--- src/rtl/spi_csr_pkg.sv ---
package spi_csr_pkg;

    localparam int ADDR_W = 2;

    localparam logic [ADDR_W-1:0] OFS_CTL = 2'd0;
    localparam logic [ADDR_W-1:0] OFS_STS = 2'd1;
    localparam logic [ADDR_W-1:0] OFS_TX  = 2'd2;

    localparam int CTL_IRQ_POS = 7;
    localparam int CTL_SPI_POS = 5;
    localparam int CTL_MST_POS = 4;

    localparam int STS_DONE_POS = 7;
    localparam int STS_WCOL_POS = 5;
    localparam int STS_MODF_POS = 4;

    localparam int FLG_DONE = 0;
    localparam int FLG_WCOL = 1;
    localparam int FLG_MODF = 2;
    localparam int NUM_FLAGS = 3;

    typedef enum logic [1:0] {
        ST_OFF    = 2'd0,
        ST_PARK   = 2'd1,
        ST_SLAVE  = 2'd2,
        ST_MASTER = 2'd3
    } mode_e;

endpackage

--- src/rtl/spi_sticky_flag.sv ---
module spi_sticky_flag (
    input  logic clk,
    input  logic rst_n,
    input  logic set_i,
    input  logic clr_i,
    output logic q_o
);

    always_ff @(posedge clk or negedge rst_n) begin
        if (!rst_n)
            q_o <= 1'b0;
        else if (set_i)
            q_o <= 1'b1;
        else if (clr_i)
            q_o <= 1'b0;
    end

    assert_set_wins_R10: assert property (@(posedge clk) disable iff (!rst_n)
        set_i |=> q_o);

    assert_read_clears_R9: assert property (@(posedge clk) disable iff (!rst_n)
        (clr_i && !set_i) |=> !q_o);

    assert_holds_unprompted_R9: assert property (@(posedge clk) disable iff (!rst_n)
        (!set_i && !clr_i) |=> $stable(q_o));

endmodule

--- src/rtl/spi_mode_fsm.sv ---
module spi_mode_fsm
    import spi_csr_pkg::*;
(
    input  logic clk,
    input  logic rst_n,
    input  logic ctl_wr_i,
    input  logic wr_spi_i,
    input  logic wr_mst_i,
    input  logic ss_n_i,
    output logic spi_en_o,
    output logic mst_en_o,
    output logic fault_o
);

    mode_e state_q;
    mode_e state_d;

    always_ff @(posedge clk or negedge rst_n) begin
        if (!rst_n)
            state_q <= ST_OFF;
        else
            state_q <= state_d;
    end

    always_comb begin
        state_d = state_q;
        if (state_q == ST_MASTER && !ss_n_i) begin
            state_d = ST_OFF;
        end else if (ctl_wr_i) begin
            unique case ({wr_spi_i, wr_mst_i})
                2'b00: state_d = ST_OFF;
                2'b01: state_d = ST_PARK;
                2'b10: state_d = ST_SLAVE;
                2'b11: state_d = ST_MASTER;
                default: state_d = ST_OFF;
            endcase
        end
    end

    always_comb begin
        spi_en_o = 1'b0;
        mst_en_o = 1'b0;
        fault_o  = 1'b0;
        unique case (state_q)
            ST_OFF: ;
            ST_PARK: mst_en_o = 1'b1;
            ST_SLAVE: spi_en_o = 1'b1;
            ST_MASTER: begin
                spi_en_o = 1'b1;
                mst_en_o = 1'b1;
                fault_o  = !ss_n_i;
            end
            default: ;
        endcase
    end

    assert_fault_drops_master_R7: assert property (@(posedge clk) disable iff (!rst_n)
        (spi_en_o && mst_en_o && !ss_n_i) |=> (!spi_en_o && !mst_en_o));

    assert_off_sticks_R8: assert property (@(posedge clk) disable iff (!rst_n)
        (state_q == ST_OFF && !ctl_wr_i) |=> (state_q == ST_OFF));

    assert_fault_beats_write_R11: assert property (@(posedge clk) disable iff (!rst_n)
        (fault_o && ctl_wr_i) |=> (state_q == ST_OFF));

endmodule

--- src/rtl/spi_csr.sv ---
module spi_csr
    import spi_csr_pkg::*;
#(
    parameter int DATA_W = 8
) (
    input  logic              clk,
    input  logic              rst_n,
    input  logic [1:0]        reg_addr,
    input  logic [DATA_W-1:0] reg_wdata,
    input  logic              reg_wr,
    input  logic              reg_rd,
    output logic [DATA_W-1:0] reg_rdata,
    input  logic              xfer_busy,
    input  logic              xfer_done,
    input  logic              ss_n,
    output logic              ctl_irq_en,
    output logic              ctl_spi_en,
    output logic              ctl_master_en,
    output logic              flag_done,
    output logic              flag_wcol,
    output logic              flag_modf,
    output logic              irq,
    output logic [DATA_W-1:0] tx_data,
    output logic              tx_load
);

    logic ctl_wr;
    logic tx_wr;
    logic sts_rd;
    logic collide;
    logic fault;
    logic irq_en_q;
    logic tx_load_q;
    logic [DATA_W-1:0] tx_hold_q;
    logic [NUM_FLAGS-1:0] flag_set;
    logic [NUM_FLAGS-1:0] flag_q;

    assign ctl_wr  = reg_wr && (reg_addr == OFS_CTL);
    assign tx_wr   = reg_wr && (reg_addr == OFS_TX);
    assign sts_rd  = reg_rd && (reg_addr == OFS_STS);
    assign collide = tx_wr && xfer_busy;

    spi_mode_fsm u_mode (
        .clk      (clk),
        .rst_n    (rst_n),
        .ctl_wr_i (ctl_wr),
        .wr_spi_i (reg_wdata[CTL_SPI_POS]),
        .wr_mst_i (reg_wdata[CTL_MST_POS]),
        .ss_n_i   (ss_n),
        .spi_en_o (ctl_spi_en),
        .mst_en_o (ctl_master_en),
        .fault_o  (fault)
    );

    always_ff @(posedge clk or negedge rst_n) begin
        if (!rst_n)
            irq_en_q <= 1'b0;
        else if (ctl_wr)
            irq_en_q <= reg_wdata[CTL_IRQ_POS];
    end

    always_ff @(posedge clk or negedge rst_n) begin
        if (!rst_n) begin
            tx_hold_q <= '0;
            tx_load_q <= 1'b0;
        end else begin
            tx_load_q <= tx_wr && !xfer_busy;
            if (tx_wr && !xfer_busy)
                tx_hold_q <= reg_wdata;
        end
    end

    always_comb begin
        flag_set = '0;
        flag_set[FLG_DONE] = xfer_done;
        flag_set[FLG_WCOL] = collide;
        flag_set[FLG_MODF] = fault;
    end

    for (genvar g = 0; g < NUM_FLAGS; g++) begin : g_flag
        spi_sticky_flag u_flag (
            .clk   (clk),
            .rst_n (rst_n),
            .set_i (flag_set[g]),
            .clr_i (sts_rd),
            .q_o   (flag_q[g])
        );
    end

    assign flag_done  = flag_q[FLG_DONE];
    assign flag_wcol  = flag_q[FLG_WCOL];
    assign flag_modf  = flag_q[FLG_MODF];
    assign ctl_irq_en = irq_en_q;
    assign irq        = flag_done && irq_en_q;
    assign tx_data    = tx_hold_q;
    assign tx_load    = tx_load_q;

    always_comb begin
        reg_rdata = '0;
        unique case (reg_addr)
            OFS_CTL: begin
                reg_rdata[CTL_IRQ_POS] = irq_en_q;
                reg_rdata[CTL_SPI_POS] = ctl_spi_en;
                reg_rdata[CTL_MST_POS] = ctl_master_en;
            end
            OFS_STS: begin
                reg_rdata[STS_DONE_POS] = flag_done;
                reg_rdata[STS_WCOL_POS] = flag_wcol;
                reg_rdata[STS_MODF_POS] = flag_modf;
            end
            OFS_TX: reg_rdata = tx_hold_q;
            default: reg_rdata = '0;
        endcase
    end

    assert_collision_no_load_R6: assert property (@(posedge clk) disable iff (!rst_n)
        collide |=> (!tx_load && $stable(tx_data)));

    assert_clean_write_loads_R5: assert property (@(posedge clk) disable iff (!rst_n)
        (tx_wr && !xfer_busy) |=> tx_load);

    assert_done_sets_flag_R3: assert property (@(posedge clk) disable iff (!rst_n)
        xfer_done |=> flag_done);

    assert_irq_needs_enable_R4: assert property (@(posedge clk) disable iff (!rst_n)
        irq |-> (ctl_irq_en && flag_done));

endmodule

--- config.mk ---
export PLATFORM = sky130hd
export DESIGN_NAME = spi_csr
export DESIGN_NICKNAME = d
export VERILOG_FILES = /design/src/rtl/spi_csr_pkg.sv /design/src/rtl/spi_sticky_flag.sv /design/src/rtl/spi_mode_fsm.sv /design/src/rtl/spi_csr.sv
export SDC_FILE = /design/constraint.sdc
export NUM_CORES = 1
export LEC_CHECK = 0
export BUFFER_PORTS_ARGS = -buffer_cell sky130_fd_sc_hd__buf_4
export CAP_MARGIN = 20
export CORE_MARGIN = 8
export CORE_UTILIZATION = 40
export DETAILED_ROUTE_END_ITERATION = 16
export PLACE_DENSITY = 0.74
export RECOVER_POWER = 25
export SKIP_CTS_REPAIR_TIMING = 1
export SLEW_MARGIN = 20
export SYNTH_ARGS = -nofsm -noshare
export SYNTH_HDL_FRONTEND = slang
export SYNTH_SLANG_ARGS = --single-unit
export TNS_END_PERCENT = 5
--- constraint.sdc ---
create_clock -name clk -period 0.85 [get_ports clk]
set_input_delay 0.085 -clock clk [delete_from_list [all_inputs] [get_ports clk]]
set_output_delay 0.085 -clock clk [all_outputs]
set_load 0.02 [all_outputs]
==> reports/metrics.csv, run 1 <==
stage,metric,value,unit
run_status,status,finished with violations,
run_status,violations,negative setup slack,
critical_path,cp-startpoint,g_flag[1].u_flag.q_o,
place,place_ws,-258.6,ps
sta,relSlewSlack,0.7521,
global_routing,grt_max_degree,16,
cts,insertion_delay,270,ps
floorplan,io_pins,41,
sta,setup_tns,-3589,ps
route,wirelength,1916,µm
global_routing,grt_first_pass_wirelength,3153,µm
floorplan,die_h,58.12,µm
worst_hold_path,hold_start,xfer_done,
global_routing,grt.total_usage,0.1162,
cts,cts_made_buffers,3,
layout,fin_area,1252,µm²
sta,finalHoldViolations,0,
sta,rsz0062_at_grt,true,
place,hpwlAfterDp,1543,µm
route,ant_nets,0,
sta,worstMarginPinSlew,371.8,ps
layout,area_delta_synth_final,76.54,%
floorplan,fp.dieW,58.12,µm
synth,ys_seq_area_frac,0.5291,
sta,period_share,1.372,
pwr,irDropWorstVdd,1.150,mV
place,placed_area,1126,µm²
route,num_vias,642,
sta,period_needed,1166,ps
layout,n_antenna_cell,0,
layout,n_fill_cell,118,
floorplan,dieArea,3377,µm²
route,routed-wl-met3,111,µm
layout,layout_common_cells,"buf_4, buf_6, dfrtp_1",
global_routing,gr-total-overflow,0,
place,place.gp.congestion,0.8171,
layout,drive_gt1_frac,0.6316,
sta,fmax,0.8578,GHz
critical_path,cp-start-kind,flop,
synth,synth_cells,61,
floorplan,initial_utilization,0.4200,
critical_path,arrival,1080,ps
sta,final-setup-viol-count,25,
worst_hold_path,hp-class,input port to flop,
critical_path,timing.rr.start,u_mode.state_q[1],
cts,path_clk_slew,90,ps
cts,cts_buffer_depth,2,
route,routed.top_layer,met4,
route,drc,0,
floorplan,rows,15,
cts,clock-root-buffer,clkbuf_4,
critical_path,critical_path_class,flop to output port,
pwr,power_leakage,0.6368,nW
cts,cts_tree,built,
route,drtIter0Drc,2,
synth,yosysWarnings,0,
critical_path,endpoint_kind,output port,
route,via_per_inst,4.901,
synth,synth-seq-cells,15,
layout,final_nets,132,
global_routing,grt_antenna_before_repair,0,
floorplan,core,1689,µm²
synth,avgSynthCellArea,11.63,µm²
synth,synthesis.area,709.4,µm²
cts,cts.htree.levels,1,
cts,clock-sinks,15,
synth,ys_types,16,
route,drt-met1-wl,858,µm
route,dr_wl_met2,918,µm
critical_path,required,760,ps
sta,clock_skew,0.1363,ps
route,wl_per_cell,14.63,µm
place,io_buffers,40,
synth,synthesis.nets,78,
global_routing,grt_pass1_vias,686,
route,drt_first_pass_iters,3,
pwr,p_per_area,2185,nW/µm²
critical_path,cp_max_fo,3,
layout,mostFrequentLayoutCell,buf_4,
sta,fin_ws,-315.8,ps
job,drv_cap,0,
sta,maxSlewViolCount,0,
==> synth_stat cells <==
library cell  instances  area [µm²]
nand2_1               5       18.77
mux2i_1               5       50.05
o21ai_0               6       30.03
a31oi_1               1       6.260
inv_1                 1       3.750
nor3b_1               1       7.510
dfrtp_1              15       375.4
and3b_1               1       8.760
nor2_1                4       15.01
a21oi_1               1       5.000
mux2_2                9       101.4
buf_6                 2       22.52
nand2b_1              1       6.260
nor2b_4               1       13.76
and2_1                6       37.54
clkbuf_1              2       7.510
==> layout make-up <==
class                      instances  area [µm²]  share of cell area
inverter                           1       3.754            0.002997
sequential                        15       375.4              0.2997
clock inverter                     1       5.005            0.003996
multi-input combinational         41       346.6              0.2767
clock buffer                       3       22.52             0.01798
tap                               17       21.27             0.01698
timing repair buffer              53       478.0              0.3816
==> through the flow <==
step | total power, mW | utilization | hold WS, ps | std cells
after detailed placement | 2.178 | 0.6667 | -50.16 | 125
after global routing | 2.913 | 0.7415 | -3.967 | 131
after floorplan | 1.595 | - | -210.6 | 61
final | 2.736 | 0.7415 | 2.164 | 131
after global placement | 2.158 | 0.6667 | -54.40 | 125
after CTS | 2.582 | 0.6830 | -359.1 | 129
==> path summary, 6_finish.rpt <==
kind                                        end  slack [ps]  cells past startpoint
hold reg to reg                      tx_data[7]         570                      1
max in group asynchronous            ctl_irq_en         320                      2
min in group asynchronous               tx_load         260                      2
setup reg to reg              u_mode.state_q[1]         -90                      4
hold / removal             g_flag[0].u_flag.q_o           2                      2
setup / recovery                   reg_rdata[5]        -320                      3
==> flip-flops by register name (all words and copies together) (netlist names) <==
register           flops
tx_data                8
ctl_irq_en             1
tx_load                1
g_flag.u_flag.q_o      3
u_mode.state_q         2
==> report_power, final <==
group	internal, mW	leakage (nW)	switching, mW
registers	0.874	0.182	0.160
clock network	0.174	0.0177	0.217
logic	0.747	0.437	0.563
==> kinds of logic after synthesis <==
kind of cell,share of synthesized area
multiplexers,0.2134
buffers and inverters,0.04762
AO/OA/AOI/OAI,0.05820
AND/OR/NAND/NOR,0.1517
flip-flops,0.5291
==> critical path, cell delays in order, from the launching register on <==
cell     delay [ps]
dfrtp_1         410
mux2i_1         170
o21ai_1          70
buf_4           150
==> per-layer routing <==
layer,global-route usage,up-vias
li1,-,311
met1,0.1349,307
met2,0.1943,22
met3,0.02428,2
met4,0.06294,0
met5,0,-
No activity file was read; power rests on OpenSTA's default activity.
==> inputs of run 2 (changes only) <==
--- a/config.mk
+++ b/config.mk
@@ -8,9 +8,9 @@
 export BUFFER_PORTS_ARGS = -buffer_cell sky130_fd_sc_hd__buf_4
 export CAP_MARGIN = 20
 export CORE_MARGIN = 8
-export CORE_UTILIZATION = 40
+export CORE_UTILIZATION = 41
 export DETAILED_ROUTE_END_ITERATION = 16
-export PLACE_DENSITY = 0.74
+export PLACE_DENSITY = 0.76
 export RECOVER_POWER = 25
 export SKIP_CTS_REPAIR_TIMING = 1
 export SLEW_MARGIN = 20
==> run 2 against run 1 <==
Against the previous run:
- the run ends with negative hold slack, negative setup slack left
- die area down 1.8%
- maximum frequency up 0.44%
- utilization down 1.9 points
- critical endpoint unchanged
- largest power group unchanged
==> reports/metrics.csv, run 2 (synthesis results as in run 1) <==
stage,metric,value,unit,change
global_routing,grt_pass1_vias,697,,was 686
sta,maxSlewViolCount,0,,unchanged
sta,period_needed,1161,ps,was 1166 ps
pwr,p_per_area,2147,nW/µm²,was 2185 nW/µm²
cts,cts.htree.levels,1,,unchanged
layout,drive_gt1_frac,0.5963,,was 0.6316
floorplan,rows,15,,unchanged
critical_path,cp_slowest_cell,dfrtp_1,,unchanged
route,ant_nets,0,,unchanged
layout,n_fill_cell,130,,was 118
run_status,violations,"negative hold slack, negative setup slack",,was negative setup slack
cts,path_clk_slew,90,ps,about the same
cts,cts_tree,built,,unchanged
critical_path,cp.buffers_inverters,1,,unchanged
cts,clock-sinks,15,,unchanged
sta,clock_skew,0.08527,ps,was 0.1363 ps
sta,fmax,0.8615,GHz,was 0.8578 GHz
sta,final-setup-viol-count,24,,was 25
sta,holdWs,-17.22,ps,was 2.164 ps
job,drv_cap,0,,unchanged
critical_path,crit_path_max_incr_delay,430,ps,was 410 ps
layout,mostFrequentLayoutCell,buf_4,,unchanged
sta,rsz0062_at_grt,true,,unchanged
global_routing,grt.total_usage,0.1164,,was 0.1162
floorplan,dieArea,3317,µm²,was 3377 µm²
sta,finalHoldViolations,1,,was 0
route,num_vias,630,,was 642
run_status,status,finished with violations,,unchanged
layout,final_nets,127,,was 132
sta,period_share,1.366,,was 1.372
global_routing,grt_first_pass_wirelength,3049,µm,was 3153 µm
floorplan,core,1670,µm²,was 1689 µm²
route,drc,0,,unchanged
layout,largest_reg_flops,8,,unchanged
layout,n_antenna_cell,0,,unchanged
global_routing,gr-total-overflow,0,,unchanged
route,wl_per_cell,15.11,µm,was 14.63 µm
route,drtIter0Drc,17,,was 2
route,wirelength,1904,µm,was 1916 µm
place,dp_cells,121,,was 125
floorplan,die_h,57.60,µm,was 58.12 µm
route,drt_first_pass_iters,4,,was 3
worst_hold_path,hp-class,input port to flop,,unchanged
critical_path,cp-start-kind,flop,,unchanged
critical_path,crit_chain,mux2i_1 > o21ai_1 > buf_4,,unchanged
pwr,total_power,2.589,mW,was 2.736 mW
pwr,irDropWorstVdd,1.209,mV,was 1.150 mV
cts,cts_buffer_depth,2,,unchanged
layout,layout_common_cells,"buf_4, buf_6, dfrtp_1",,unchanged
place,place.gp.congestion,0.7689,,was 0.8171
layout,final_cells,126,,was 131
sta,fin_ws,-310.8,ps,was -315.8 ps
floorplan,fp.dieW,57.60,µm,was 58.12 µm
critical_path,cp_max_fo,4,,was 3
critical_path,cp_top_family,flip-flops,,unchanged
place,hpwlAfterDp,1482,µm,was 1543 µm
route,via_per_inst,5.000,,was 4.901
cts,clock-root-buffer,clkbuf_4,,unchanged
global_routing,grt_max_degree,16,,unchanged
critical_path,arrival,1080,ps,about the same
pwr,power_leakage,0.6057,nW,was 0.6368 nW
floorplan,initial_utilization,0.4247,,was 0.4200
cts,insertion_delay,280,ps,was 270 ps
floorplan,io_pins,41,,unchanged
global_routing,grt_antenna_before_repair,0,,unchanged
sta,relSlewSlack,0.7492,,was 0.7521
sta,worstMarginPinSlew,376.3,ps,was 371.8 ps
cts,cts_made_buffers,3,,unchanged
critical_path,critical_path_class,flop to output port,,unchanged
place,io_buffers,40,,unchanged
layout,area_delta_synth_final,70.02,%,was 76.54%
critical_path,endpoint_kind,output port,,unchanged
critical_path,required,760,ps,about the same
==> run 2: changes by cell type in the layout (fill, tap and decap cells not counted) <==
cell / delta
buf_6: -2
and2_1: +2
and2_4: -2
nor3b_1: -1
nor3b_2: +1
buf_4: -3
clkbuf_1: +1
clkinv_2: -1
==> run 2: worst reg2reg max path, cell delays in order (launching register included) <==
cell	delay, ps
dfrtp_1	410
buf_6	130
a21oi_2	110
nor2_1	50
==> run 2: per-stage QoR <==
stage / worst slack (ps) / cell area [µm²] / util / hold WS (ps) / TNS, ps
after CTS: -324.4 / 1122 / 0.6719 / -363.6 / -3779
after global routing: -376.6 / 1206 / 0.7221 / 5.072 / -4344
after detailed placement: -260.1 / 1096 / 0.6562 / -49.09 / -2850
after global placement: -240.7 / 1096 / 0.6562 / -53.91 / -2567
after floorplan: -249.5 / 743.2 / - / -210.6 / -2861
final: -310.8 / 1206 / 0.7221 / -17.22 / -3377
==> run 2: path summary, 6_finish.rpt <==
check / depth (start not counted) / from / slack [ps] / endpoint
max: 3 / u_mode.state_q[1] / -310 / reg_rdata[5]
min: 2 / xfer_done / -20 / g_flag[0].u_flag.q_o
max reg2reg: 3 / g_flag[1].u_flag.q_o / 50 / g_flag[1].u_flag.q_o
min reg2reg: 1 / tx_data[1] / 560 / tx_data[1]
max in group asynchronous: 2 / rst_n / 330 / tx_load
min in group asynchronous: 2 / rst_n / 240 / tx_data[5]
==> run 2: where the power goes <==
| group | total [mW] | switching [mW] | internal (mW) |
|---|---|---|---|
| clock | 0.406 | 0.224 | 0.182 |
| sequential | 1.03 | 0.157 | 0.874 |
| combinational | 1.15 | 0.528 | 0.624 |
| total | 2.59 | 0.909 | 1.68 |
==> run 2: cell type report <==
| type | count | area (µm²) | share of cell area |
|---|---|---|---|
| clock buffers | 4 | 26.28 | 0.02178 |
| repair buffers | 48 | 432.9 | 0.3589 |
| well taps | 17 | 21.27 | 0.01763 |
| multi-input cells | 41 | 346.6 | 0.2873 |
| flip-flops and latches | 15 | 375.4 | 0.3112 |
| inverters | 1 | 3.754 | 0.003112 |
==> run 2: per-layer routing <==
metal	part of all wire	track usage
met5	0	0
met4	0.0084	0.06429
met3	0.034	0.03363
met2	0.55	0.2106
met1	0.41	0.1157
